**src/rtl/vsg_pkg.sv**
```systemverilog
package vsg_pkg;

  typedef struct packed {
    logic beg_odd;
    logic beg_even;
    logic end_odd;
    logic end_even;
    logic ref_hsb;
    logic out_vs;
  } vsg_ctrl_t;

  typedef struct packed {
    logic field;
    logic beg_line;
    logic end_line;
  } vsg_line_t;

  localparam vsg_ctrl_t CTRL_RST = '0;
  localparam vsg_line_t LINE_RST = '0;

  // 1 = edge at line start, 0 = edge at mid-line
  function automatic logic beg_at_start(vsg_ctrl_t c, logic even);
    return even ? c.beg_even : c.beg_odd;
  endfunction

  function automatic logic end_at_start(vsg_ctrl_t c, logic even);
    return even ? c.end_even : c.end_odd;
  endfunction

endpackage

```
**src/rtl/vsg_line_timer.sv**
```systemverilog
module vsg_line_timer #(
  parameter int unsigned LEN_W   = 12,
  parameter int unsigned DEF_LEN = 1716
) (
  input  logic             clk_i,
  input  logic             rst_ni,
  input  logic             pix_en_i,
  input  logic             hs_begin_i,
  input  logic             hs_end_i,
  input  logic             ref_hsb_i,
  input  logic [LEN_W-1:0] line_len_i,
  output logic             ref_o,
  output logic             mid_o
);
  localparam logic [LEN_W-1:0] CNT_MAX = '1;
  localparam logic [LEN_W-1:0] LEN_RST = LEN_W'(DEF_LEN);

  logic [LEN_W-1:0] len_q;
  logic [LEN_W-1:0] cnt_q;
  logic [LEN_W-1:0] mid_cnt;

  assign ref_o   = pix_en_i & (ref_hsb_i ? hs_begin_i : hs_end_i);
  assign mid_cnt = (len_q >> 1) - LEN_W'(1);
  assign mid_o   = pix_en_i & ~ref_o & (cnt_q == mid_cnt);

  always_ff @(posedge clk_i or negedge rst_ni) begin
    if (!rst_ni) begin
      len_q <= LEN_RST;
      cnt_q <= '0;
    end else if (ref_o) begin
      len_q <= line_len_i;
      cnt_q <= '0;
    end else if (pix_en_i && cnt_q != CNT_MAX) begin
      cnt_q <= cnt_q + LEN_W'(1);
    end
  end

  p_cnt_restart_r3 : assert property (@(posedge clk_i) disable iff (!rst_ni)
    ref_o |=> (cnt_q == '0));

  p_cnt_gated_r12 : assert property (@(posedge clk_i) disable iff (!rst_ni)
    (!pix_en_i) |=> $stable(cnt_q));

endmodule

```
**src/rtl/vsg_ctrl_latch.sv**
```systemverilog
module vsg_ctrl_latch
  import vsg_pkg::*;
(
  input  logic      clk_i,
  input  logic      rst_ni,
  input  logic      ref_i,
  input  vsg_ctrl_t ctrl_i,
  input  vsg_line_t line_i,
  output vsg_ctrl_t ctrl_q_o,
  output vsg_line_t line_q_o
);
  always_ff @(posedge clk_i or negedge rst_ni) begin
    if (!rst_ni) begin
      ctrl_q_o <= CTRL_RST;
      line_q_o <= LINE_RST;
    end else if (ref_i) begin
      ctrl_q_o <= ctrl_i;
      line_q_o <= line_i;
    end
  end

  p_ctrl_hold_r11 : assert property (@(posedge clk_i) disable iff (!rst_ni)
    (!ref_i) |=> ($stable(ctrl_q_o) && $stable(line_q_o)));

endmodule

```
**src/rtl/vsg_vs_core.sv**
```systemverilog
module vsg_vs_core
  import vsg_pkg::*;
(
  input  logic      clk_i,
  input  logic      rst_ni,
  input  logic      ref_i,
  input  logic      mid_i,
  input  vsg_ctrl_t ctrl_i,
  input  vsg_line_t line_i,
  input  vsg_ctrl_t ctrl_q_i,
  input  vsg_line_t line_q_i,
  output logic      vs_o
);
  logic set_start, clr_start, set_mid, clr_mid;
  logic vs_q, vs_d;

  // start-of-line events use this line's values as they are captured
  assign set_start = ref_i & line_i.beg_line & beg_at_start(ctrl_i, line_i.field);
  assign clr_start = ref_i & line_i.end_line & end_at_start(ctrl_i, line_i.field);
  // mid-line events use the values captured at the reference
  assign set_mid   = mid_i & line_q_i.beg_line & ~beg_at_start(ctrl_q_i, line_q_i.field);
  assign clr_mid   = mid_i & line_q_i.end_line & ~end_at_start(ctrl_q_i, line_q_i.field);

  always_comb begin
    vs_d = vs_q;
    if (set_start | set_mid) vs_d = 1'b1;
    if (clr_start | clr_mid) vs_d = 1'b0;
  end

  always_ff @(posedge clk_i or negedge rst_ni) begin
    if (!rst_ni) vs_q <= 1'b0;
    else         vs_q <= vs_d;
  end

  assign vs_o = vs_q;

  p_vs_on_event_r8 : assert property (@(posedge clk_i) disable iff (!rst_ni)
    (vs_q != $past(vs_q)) |-> $past(ref_i || mid_i));

  p_clear_wins_r8 : assert property (@(posedge clk_i) disable iff (!rst_ni)
    (ref_i && line_i.beg_line && line_i.end_line
     && beg_at_start(ctrl_i, line_i.field) && end_at_start(ctrl_i, line_i.field))
    |=> !vs_q);

endmodule

```
**src/rtl/vsync_pin_gen.sv**
```systemverilog
module vsync_pin_gen
  import vsg_pkg::*;
#(
  parameter int unsigned LEN_W   = 12,
  parameter int unsigned DEF_LEN = 1716
) (
  input  logic             clk_i,
  input  logic             rst_ni,
  input  logic             pix_en_i,
  input  logic             hs_begin_i,
  input  logic             hs_end_i,
  input  logic             field_i,
  input  logic             vs_begin_line_i,
  input  logic             vs_end_line_i,
  input  logic [LEN_W-1:0] line_len_i,
  input  logic             vs_beg_odd_i,
  input  logic             vs_beg_even_i,
  input  logic             vs_end_odd_i,
  input  logic             vs_end_even_i,
  input  logic             ref_hs_begin_i,
  input  logic             pin_sel_vs_i,
  output logic             vs_o,
  output logic             field_o,
  output logic             vs_field_o
);
  vsg_ctrl_t ctrl_in, ctrl_q;
  vsg_line_t line_in, line_q;
  logic      ref_evt, mid_evt;

  assign ctrl_in = '{beg_odd:  vs_beg_odd_i,  beg_even: vs_beg_even_i,
                     end_odd:  vs_end_odd_i,  end_even: vs_end_even_i,
                     ref_hsb:  ref_hs_begin_i, out_vs:  pin_sel_vs_i};
  assign line_in = '{field: field_i, beg_line: vs_begin_line_i,
                     end_line: vs_end_line_i};

  vsg_line_timer #(.LEN_W(LEN_W), .DEF_LEN(DEF_LEN)) u_timer (
    .clk_i      (clk_i),
    .rst_ni     (rst_ni),
    .pix_en_i   (pix_en_i),
    .hs_begin_i (hs_begin_i),
    .hs_end_i   (hs_end_i),
    .ref_hsb_i  (ctrl_q.ref_hsb),
    .line_len_i (line_len_i),
    .ref_o      (ref_evt),
    .mid_o      (mid_evt)
  );

  vsg_ctrl_latch u_latch (
    .clk_i    (clk_i),
    .rst_ni   (rst_ni),
    .ref_i    (ref_evt),
    .ctrl_i   (ctrl_in),
    .line_i   (line_in),
    .ctrl_q_o (ctrl_q),
    .line_q_o (line_q)
  );

  vsg_vs_core u_core (
    .clk_i    (clk_i),
    .rst_ni   (rst_ni),
    .ref_i    (ref_evt),
    .mid_i    (mid_evt),
    .ctrl_i   (ctrl_in),
    .line_i   (line_in),
    .ctrl_q_i (ctrl_q),
    .line_q_i (line_q),
    .vs_o     (vs_o)
  );

  assign field_o    = line_q.field;
  assign vs_field_o = ctrl_q.out_vs ? vs_o : line_q.field;

  p_field_at_ref_r9 : assert property (@(posedge clk_i) disable iff (!rst_ni)
    (field_o != $past(field_o)) |-> $past(ref_evt));

  p_pin_choice_r10 : assert property (@(posedge clk_i) disable iff (!rst_ni)
    (vs_field_o == vs_o) || (vs_field_o == field_o));

  p_reset_low_r1 : assert property (@(posedge clk_i)
    (!rst_ni) |-> (!vs_o && !field_o && !vs_field_o));

endmodule

```
**config.mk**
```make
export PLATFORM = sky130hd
export DESIGN_NAME = vsync_pin_gen
export DESIGN_NICKNAME = d
export VERILOG_FILES = /design/src/rtl/vsg_pkg.sv /design/src/rtl/vsg_line_timer.sv /design/src/rtl/vsg_ctrl_latch.sv /design/src/rtl/vsg_vs_core.sv /design/src/rtl/vsync_pin_gen.sv
export SDC_FILE = /design/constraint.sdc
export NUM_CORES = 1
export LEC_CHECK = 0
export BUFFER_PORTS_ARGS = -buffer_cell sky130_fd_sc_hd__buf_2
export CORE_MARGIN = 1
export CORE_UTILIZATION = 50
export DETAILED_ROUTE_END_ITERATION = 10
export PLACE_DENSITY = 0.78
export SLEW_MARGIN = 20
export SYNTH_ARGS = -nofsm -noshare
export SYNTH_HDL_FRONTEND = slang
export SYNTH_SLANG_ARGS = --single-unit
```
**constraint.sdc**
```tcl
create_clock -name clk_i -period 2.4 [get_ports clk_i]
set_input_delay 0.72 -clock clk_i [delete_from_list [all_inputs] [get_ports clk_i]]
set_output_delay 0.72 -clock clk_i [all_outputs]
set_load 0.02 [all_outputs]
```
After elaboration in Yosys (flattened, before gate mapping)
Cells that the tools add are included.
{"block": "totals", "regBits": 34, "in_bits": 26, "wordCells": 45, "out_inout_bits": 3}
{"block": "classes", "addsub": 2, "n_reduce_logical": 3, "bitwise": 16, "eq_ne": 2, "n_mux": 10}
{"op": "12-bit two-way mux", "n": 2}
{"op": "12-bit by 1-bit adder with 12-bit output, second input constant", "n": 1}
{"op": "12-bit equality test", "n": 1}
{"op": "12-bit inequality test, second input constant", "n": 1}
{"op": "11-bit by 1-bit subtractor with 12-bit output, second input constant", "n": 1}
{"op": "1-bit AND", "n": 11}
{"op": "1-bit two-way mux", "n": 8}
{"op": "2-bit nonzero test", "n": 2}
{"op": "1-bit NOT", "n": 3}
{"op": "1-bit bitwise OR", "n": 2}
{"op": "1-bit logical AND", "n": 1}

Logic depth before layout (Yosys ltp)
Gate-level depths: netlist of run 1.
{"block": "logic_depth", "ltp_word": 10, "mapped_depth": 9, "ltp_nobuf": 9}

Modules after synthesis
Synthesis of run 1 repeated with hierarchy kept, for this count alone.
{"block": "hier_totals", "hier_cells": 194, "area_unflattened_um2": 2008.2}
{"module": "vsg_line_timer", "instances": 1, "seq_area_each_um2": 583.1, "area_each_um2": 1524.0, "cells_each": 163}
{"module": "vsg_ctrl_latch", "instances": 1, "seq_area_each_um2": 225.2, "area_each_um2": 371.6, "cells_each": 19}
{"module": "vsg_vs_core", "instances": 1, "seq_area_each_um2": 25.0, "area_each_um2": 97.6, "cells_each": 11}
{"module": "vsync_pin_gen", "instances": 1, "seq_area_each_um2": 0.0, "area_each_um2": 15.0, "cells_each": 1}

Worst setup path after synthesis of run 1
Ideal clock, no wire load.
{"block": "synth_timing", "path_kind": "register to register", "from": "register u_timer.len_q[2]", "to": "register u_core.vs_q, in the netlist u_core.vs_o", "n_path_buf": 0, "arrival_ns": 2.034, "path_stages_with_launch": 9, "synth_period_minus_slack_ns": 2.160, "slack_ns": 0.240, "t_required_ns": 2.274, "path_cell_list": "dfstp_2 inv_1 ha_1 o21ai_0 a21oi_1 or4_1 nor4_2 a31oi_1 a21boi_1"}
{"block": "synth_via", "elab_chain_cells": 7, "word_cells_on_any_way": 11, "cone_classes": "add/sub: 1; eq/ne: 1; mux: 1; bitwise: 7; reduce/logical: 1"}
{"item": "from (decl)", "line_no": "vsg_line_timer.sv:18", "source": "logic [LEN_W-1:0] len_q;"}
{"item": "from (signal assigned)", "line_no": "vsg_line_timer.sv:31", "source": "len_q <= line_len_i;"}
{"item": "11-bit by 1-bit subtractor with 12-bit output *", "line_no": "vsg_line_timer.sv:23", "source": "assign mid_cnt = (len_q >> 1) - LEN_W'(1);"}
{"item": "12-bit equality test *", "line_no": "vsg_line_timer.sv:24", "source": "assign mid_o = pix_en_i & ~ref_o & (cnt_q == mid_cnt);"}
{"item": "1-bit AND *", "line_no": "vsg_line_timer.sv:24"}
{"item": "1-bit AND (on tied branches) (2 in a row)", "line_no": "vsg_vs_core.sv:22, vsg_vs_core.sv:21"}
{"item": "1-bit bitwise OR (on tied branches)", "line_no": "vsg_vs_core.sv:27, vsg_vs_core.sv:26"}
{"item": "1-bit two-way mux / 2-bit nonzero test (equally long branches)"}
{"item": "to (signal assigned)", "line_no": "vsg_vs_core.sv:32", "source": "else vs_q <= vs_d;"}
{"item": "to (decl)", "line_no": "vsg_vs_core.sv:15", "source": "logic vs_q, vs_d;"}
Mark *: on every way between the ends. The rest lies on a longest branch, timed or not.
A chain may end at the register's enable or synchronous reset.

Worst setup path in the final report of run 1
{"block": "layout_timing", "from": "register u_timer.len_q[1]", "to": "register u_core.vs_q, in the netlist u_core.vs_o"}
The elaborated chain is that of the path after synthesis.

==> summary.md, run 1 <==
| Metric | Value |
|---|---|
| Overall Global Routing Usage | about 22% |
| Die width | approximately 63 microns |
| Seq cells post-synth | 33 |
| Final setup viols | 0 |
| Depth of the CTS H-tree | 2 |
| GP Congestion | 0.837 |
| Crit path max-delay cell type | dfrtp_1 |
| Hold WC Path Type | in2async |
| Crit Reg-Reg Startpoint | u_timer.len_q[1] |
| Actual slew at the worst max-slew pin | 0.706 ns |
| Most common cell after layout, fill and taps aside | nand2_1 |
| # DRC | 0 |
| Vias in the first global route | 1547 |
| CP required | 2.56 ns |
| I/O Buffers | 27 |
| LEAKAGE | roughly 1.1 nW |
| Startpoint types | flip-flop |
| CP most frequent cell | inv_1 |
| Slew Viols, Final | 0 |
| Clock slew at reported path FFs | approximately 0.070 ns |
| Kind of end point of the critical path | flip-flop |
| Final worst path period need | 2.26 ns |
| CTS Buf Count | 5 |
| Register-to-Register Path Depth | 10 |
| Post-route ant nets | 0 |
| Post-synth EDFFs | 0 |
| Setup Skew | approximately 0.008 ns |
| Final nets | roughly 280 |
| Mapped Cells | 214 |
| Largest net degree at the start of global routing | 34 |
| Mapped Nets | between 200 and 250 |
| Vias per inst | 5.30 |
| 1st-pass router iterations | 4 |
| Fillers | a little over 300 |
| Total wire length | around 3.8 mm |
| Synth Flop Type | dfrtp_1 |
| Slew Limit Headroom | between 50% and 60% |
| Initial antenna violation count | 0 |
| Worst skew pair latency | between 0.2 and 0.3 ns |
| Ys async rst share | 100% |
| Crit Path Class | reg2reg |
| Row cnt | 21 |
| DR WL/cell | ~13 microns |
| Syn Area/Cell | between 8 and 9 sq um |
| Critical path launch point | u_timer.len_q[1] |
| Reg2reg setup slack | ~0.14 ns |
| Critical-path cell list | inv_1 > ha_2 > buf_4 > inv_1 > a2111oi_2 > o2111a_1 > o22ai_1 > nor4_4 > a31oi_1 > a21boi_1 |
| Fmax | ~0.44 GHz |
| # IOs | 29 |
| Synthesized area | between 0.0015 and 0.002 sq mm |
| Hold Fails Final Rpt | 0 |
| Post-Route Setup TNS | 0 ns |
| Antenna diode count | 0 |
| Multi-input logic area | roughly 1000 sq um |
| Ys Warns | 0 |
| Pwr dens | 807 mW/mm^2 |
| Maximum root-to-sink buffer count | 2 |
| Global route overflow | 0 |
| Crit share post-route | 94.3% |
| First-pass GRT wire length | between 6 and 7 mm |
| Seq/Total Area, Yosys | roughly 44% |
| DP HPWL | between 2 and 3 mm |
| CP max stage delay | between 0.4 and 0.5 ns |
| Storage element area | approximately 830 sq um |
| TritonCTS clock tree | built |
| Worst Path Arrival | 2.43 ns |
| Max-cap violations | 0 |
| Share of layout cells above drive strength 1 | around 24% |
| Initial Util | 54.3% |
| Die Y-Extent | 63.4 microns |
| CTS sink count | 33 |
| VDD IR max | ~0.00046 V |
| Worst-path maximum fanout | 5 |
| Initial DRC Count | between 70 and 80 |
| Die ar. | 0.00401 sq mm |
| Pwr Total | between 1.5 and 2 mW |
| Yosys cell types | 39 |
| Hold Slack | 0.479 ns |
| Root Buffer | clkbuf_8 |
| RSZ-0062 raised after global routing | no |
| Status | finished, final reports clean |
| Core Area | between 0.003 and 0.004 sq mm |
| Commonest non-fill, non-tap cells in the layout | nand2_1, buf_2, dfrtp_1, nor2_1, xor2_1 |
| Area delta synth->final | 17.8% |
| Vias | approximately 1600 |
## worst paths after layout
kind / end
min in group clk_i: u_latch.ctrl_q_o[2]
setup / recovery: u_core.vs_o
setup reg to reg: u_core.vs_o
max in group asynchronous: u_timer.len_q[3]
hold reg to reg: u_latch.ctrl_q_o[2]
hold / removal: u_timer.cnt_q[3]
## report_power, final
| part | leakage (nW) | internal, mW | switching, mW |
|---|---|---|---|
| sequential | 0.411 | 0.684 | 0.128 |
| combinational | 0.604 | 0.254 | 0.298 |
| clock | 0.0455 | 0.234 | 0.189 |
## final cells by class
class                           instances  share of cell area [%]
Clock buffer                            8                    4.07
Inverter                                7                    1.19
Multi-Input combinational cell        167                    45.0
Sequential cell                        33                    37.7
Tap cell                               46                    2.60
Timing Repair Buffer                   37                    9.49
## critical path: cells and delay by family, from the launching register on
kind                     cells  cell delay (ns)
AO/OA/AOI/OAI                5             0.96
adder cells (fa/ha/maj)      1             0.21
AND/OR/NAND/NOR              1             0.25
buffers and inverters        3             0.30
flip-flops                   1             0.42
## metal layers
metal / up-vias / wire [microns] / track usage, % / share of wire (%)
li1: 797 / - / - / -
met1: 748 / 1830 / 28.4 / 48
met2: 29 / 1800 / 34.3 / 47
met3: 5 / 112 / 6.34 / 2.9
met4: 0 / 61 / 10.8 / 1.6
met5: - / 0 / 0 / 0
## flip-flops by register name, indices dropped and copies added, names as in the netlist
register and cells:
u_latch.ctrl_q_o 6, u_core.vs_o 1, u_timer.len_q 11, u_latch.line_q_o 3
u_timer.cnt_q 12
## cells in the mapped netlist (2+ instances only)
| library cell | instances | share of area, % |
|---|---|---|
| nand2_1 | 58 | 12 |
| dfrtp_1 | 27 | 36 |
| nor2_1 | 15 | 3.0 |
| xor2_1 | 13 | 6.1 |
| o21ai_0 | 10 | 2.7 |
| nand3_1 | 9 | 2.4 |
| xnor2_1 | 8 | 3.7 |
| inv_1 | 7 | 1.4 |
| nor3_1 | 7 | 1.9 |
| dfstp_2 | 6 | 8.4 |
| mux2i_1 | 6 | 3.2 |
| a31oi_1 | 5 | 1.7 |
| clkbuf_1 | 4 | 0.80 |
| nand4_1 | 4 | 1.3 |
| a21oi_1 | 3 | 0.80 |
| mux2_2 | 3 | 1.8 |
| and3_1 | 2 | 0.66 |
| and4_1 | 2 | 0.93 |
| buf_6 | 2 | 1.2 |
| ha_1 | 2 | 1.3 |
| or2b_1 | 2 | 0.80 |
| or4_1 | 2 | 0.80 |
## per-stage QoR
stage	setup slack [ns]	std cells	util [%]	cell area (sq um)
after floorplan	0.240	214	-	1880
after global placement	0.119	287	60.2	2090
after detailed placement	0.0983	287	60.2	2090
after CTS	0.0860	295	62.8	2180
after global routing	0.0181	298	63.9	2220
final	0.136	298	63.9	2220
## cells by family after synthesis
group	synth area share, %
buffers and inverters	3.66
AO/OA/AOI/OAI	8.91
XOR/XNOR	9.77
adder cells (fa/ha/maj)	1.33
AND/OR/NAND/NOR	27.1
flip-flops	44.3
multiplexers	4.99
## timing repair
action,4_1_cts,5_1_grt
setup buffers,0,3
endpoints found under the hold margin,0,0
hold buffers,0,0
endpoints found under the setup margin,0,1
resized for setup,0,4
Note: power is estimated with default switching activity, not from simulation.
==> run 2: changes to the inputs <==
--- a/config.mk
+++ b/config.mk
@@ -6,11 +6,15 @@
 export NUM_CORES = 1
 export LEC_CHECK = 0
 export BUFFER_PORTS_ARGS = -buffer_cell sky130_fd_sc_hd__buf_2
+export CELL_PAD_IN_SITES_DETAIL_PLACEMENT = 0
+export CELL_PAD_IN_SITES_GLOBAL_PLACEMENT = 1
 export CORE_MARGIN = 1
-export CORE_UTILIZATION = 50
+export CORE_UTILIZATION = 44
 export DETAILED_ROUTE_END_ITERATION = 10
-export PLACE_DENSITY = 0.78
+export PLACE_DENSITY = 0.85
+export RECOVER_POWER = 100
 export SLEW_MARGIN = 20
 export SYNTH_ARGS = -nofsm -noshare
 export SYNTH_HDL_FRONTEND = slang
+export SYNTH_HIERARCHICAL = 1
 export SYNTH_SLANG_ARGS = --single-unit
==> summary.md, run 2 <==
| Metric | Value |
|---|---|
| Post-synth EDFFs | 0 (unchanged) |
| # IOs | 29 (unchanged) |
| Clock slew at reported path FFs | 0.08 ns (was 0.07 ns) |
| Die Y-Extent | 69.6 microns (was 63.4 microns) |
| Worst-path maximum fanout | 3 (was 5) |
| Top cell type's share of synthesized area | 33.6% (was 35.9%) |
| Most common cell after layout, fill and taps aside | dfrtp_1 (was nand2_1) |
| Grt met2 use | 30.4% (was 34.3%) |
| Post-route ant nets | 0 (unchanged) |
| Antenna diode count | 0 (unchanged) |
| Mapped Cells | 194 (was 214) |
| Global route overflow | 0 (unchanged) |
| Most common cell in the netlist | dfrtp_1 (was nand2_1) |
| # DRC | 0 (unchanged) |
| Pwr Total | 1.90 mW (was 1.79 mW) |
| Vias | 1572 (was 1579) |
| Die ar. | 0.00484 sq mm (was 0.00401 sq mm) |
| LEAKAGE | 0.957 nW (was 1.06 nW) |
| Post-CTS Setup Repair Bufs | 0 (unchanged) |
| GP Congestion | 0.861 (was 0.837) |
| DP HPWL | 3.04 mm (was 2.81 mm) |
| 1st-pass router iterations | 4 (unchanged) |
| Biggest register | u_timer/cnt_q (was u_timer.cnt_q) |
| Ys Warns | 6 (was 0) |
| Total wire length | 4.16 mm (was 3.80 mm) |
| Initial Util | 45.8% (was 54.3%) |
| Worst skew pair latency | 0.29 ns (was 0.28 ns) |
| Initial DRC Count | 63 (was 77) |
| DR WL/cell | 14.4 microns (was 12.8 microns) |
| Largest registers | u_timer/cnt_q x12, u_timer/len_q x11, u_latch/ctrl_q_o x6 (was u_timer.cnt_q x12, u_timer.len_q x11, u_latch.ctrl_q_o x6) |
| Core Area | 0.00438 sq mm (was 0.00347 sq mm) |
| Root Buffer | clkbuf_8 (unchanged) |
| Yosys cell types | 42 (was 39) |
| Storage element area | 833 sq um (was 835 sq um) |
| Die width | 69.6 microns (was 63.4 microns) |
| Failing checks | max-capacitance violations, max-slew violations, negative setup slack |
| Share of layout cells above drive strength 1 | 30.5% (was 24.2%) |
| Ys async rst share | 100% (unchanged) |
| Row cnt | 24 (was 21) |
| Final worst path period need | 2.41 ns (was 2.26 ns) |
| Fmax | 0.414 GHz (was 0.442 GHz) |
| Crit share post-route | 101% (was 94.3%) |
| RSZ-0062 raised after global routing | yes (was no) |
| Final nets | 263 (was 279) |
| Max-cap violations | 1 (was 0) |
| Setup Skew | 0.0101 ns (was 0.00788 ns) |
| Mapped Nets | 222 (was 242) |
| Seq cells post-synth | 33 (unchanged) |
| Max reg flops | 12 (unchanged) |
| CP required | 2.58 ns (was 2.56 ns) |
| Depth of the CTS H-tree | 2 (unchanged) |
| CTS Buf Count | 5 (unchanged) |
| First-pass GRT wire length | 7.26 mm (was 6.81 mm) |
| Commonest cells post-synth | dfrtp_1, nand2_1, nor2_1, o21ai_0 (was nand2_1, dfrtp_1, nor2_1) |
| Actual slew at the worst max-slew pin | 1.72 ns (was 0.706 ns) |
| Multi-input logic area | 0.00111 sq mm (was 997 sq um) |
| Initial antenna violation count | 0 (unchanged) |
| Slew Limit Headroom | -14.9% (was 53.0%) |
| Synth Flop Type | dfrtp_1 (unchanged) |
| Crit Path Class | reg2reg (unchanged) |
| Syn Area/Cell | 10.4 sq um (was 8.79 sq um) |
| CTS sink count | 33 (unchanged) |
| Final setup viols | 1 (was 0) |
| Area delta synth->final | 17.3% (was 17.8%) |
| Worst Path Arrival | 2.59 ns (was 2.43 ns) |
| Synthesized area | 0.00201 sq mm (was 0.00188 sq mm) |
| Status | finished, violations left (was finished, final reports clean) |
| Commonest non-fill, non-tap cells in the layout | dfrtp_1, buf_2, nand2_1, buf_4 (was nand2_1, buf_2, dfrtp_1, nor2_1, xor2_1) |
| Hold WC Path Type | reg2reg (was in2async) |
| I/O Buffers | 27 (unchanged) |
| TritonCTS clock tree | built (unchanged) |
| Seq/Total Area, Yosys | 41.5% (was 44.3%) |
| Top post-synthesis cells by area | dfrtp_1, dfstp_2, mux2_4, mux2_2, xnor2_1 (was dfrtp_1, nand2_1, dfstp_2, xor2_1, xnor2_1) |
| Synth area leader | dfrtp_1 (unchanged) |
| Vias per inst | 5.46 (was 5.30) |
| Kind of end point of the critical path | flip-flop (unchanged) |
| Startpoint types | flip-flop (unchanged) |
| Met3 Resource Use GR | 3.92% (was 6.34%) |
| Pwr dens | 809 mW/mm^2 (was 807 mW/mm^2) |
| Slew Viols, Final | 34 (was 0) |
| VDD IR max | 0.000441 V (was 0.000465 V) |
| Maximum root-to-sink buffer count | 2 (unchanged) |
| Vias in the first global route | 1626 (was 1547) |
| Final worst slack | -0.0126 ns (was 0.136 ns) |
| Largest net degree at the start of global routing | 34 (unchanged) |
| Fillers | 433 (was 307) |
| Overall Global Routing Usage | 19.0% (was 22.2%) |
| Met1 usage | 25.7% (was 28.4%) |
| Final Cell Area | 0.00235 sq mm (was 0.00222 sq mm) |
| Post-DP Area | 0.00228 sq mm (was 0.00209 sq mm) |
| Grt peak-use layer | met2 (unchanged) |
| Hold Fails Final Rpt | 0 (unchanged) |
## run 2: changes by cell type after synthesis, moves of 3 or more
cell      before  now
xor2_1        13   10
clkbuf_1       4    7
mux2_2         3    9
a31oi_1        5    2
nand2_1       58   14
or3_1          0    6
nor2_1        15   11
a21oi_1        3    9
mux2_4         0   10
## run 2: report_power, final
group          leakage, nW  internal (mW)  switching (mW)  total [mW]
clock               0.0439          0.200           0.215       0.415
sequential           0.403          0.699           0.137       0.836
combinational        0.509          0.329           0.325       0.654
## run 2: area by class of cell
| cell class | instances | share of cell area [%] |
|---|---|---|
| inverters | 5 | 0.797 |
| clock inverters | 3 | 0.744 |
| multi-input cells | 146 | 47.0 |
| well taps | 52 | 2.76 |
| flip-flops and latches | 33 | 35.4 |
| repair buffers | 44 | 10.4 |
| clock buffers | 5 | 2.92 |
## run 2: cell families after synthesis
family / synth area share [%]
flops: 41.5
fa+ha+maj: 1.25
simple gates: 17.8
compound gates: 11.6
mux: 15.1
xor+xnor: 8.72
buf+inv: 4.11
## run 2: through the flow
stage               util, %  setup TNS [ns]  instances  hold slack (ns)  worst slack, ns
CTS                    54.1         -0.0423        288            0.518          -0.0423
global placement       52.0         -0.0506        280            0.493          -0.0506
detailed placement     52.0         -0.0372        280            0.500          -0.0372
global route           53.7         -0.0983        288            0.526          -0.0983
floorplan                 -               0        194            0.424           0.0184
finish                 53.7         -0.0126        288            0.497          -0.0126
## run 2: routing by layer
metal | vias to the layer above | share of wire (%)
met5 | - | 0
met4 | 0 | 0.62
met3 | 2 | 3.3
met2 | 19 | 48
met1 | 765 | 48
li1 | 786 | -
## run 2: worst max-delay path: stages, from the launching register on
cell       delay (ns)
dfstp_2          0.37
or4_4            0.53
or4_4            0.46
a2111oi_4        0.33
nand3_2          0.14
nor4_4           0.18
nand2_1          0.09
o22ai_1          0.13
a21oi_1          0.06
## run 2: worst paths after layout
check	from	to	slack [ns]	depth (start not counted)
worst max-delay path	u_timer/len_q[4]	u_core/vs_o	-0.01	8
worst min-delay path	u_latch/line_q_o[0]	u_latch/line_q_o[0]	0.50	1
worst max register to register	u_timer/len_q[4]	u_core/vs_o	-0.01	8
worst min register to register	u_latch/line_q_o[0]	u_latch/line_q_o[0]	0.50	1
max in group asynchronous	rst_ni	u_timer/cnt_q[0]	0.52	1
min in group asynchronous	rst_ni	u_latch/ctrl_q_o[4]	0.88	1
## run 2: repair_timing
| action | in CTS | in global routing |
|---|---|---|
| pin swaps | 0 | 1 |
| hold buffers | 0 | 0 |
| endpoints found under the setup margin | 1 | 1 |
| resized for setup | 2 | 5 |
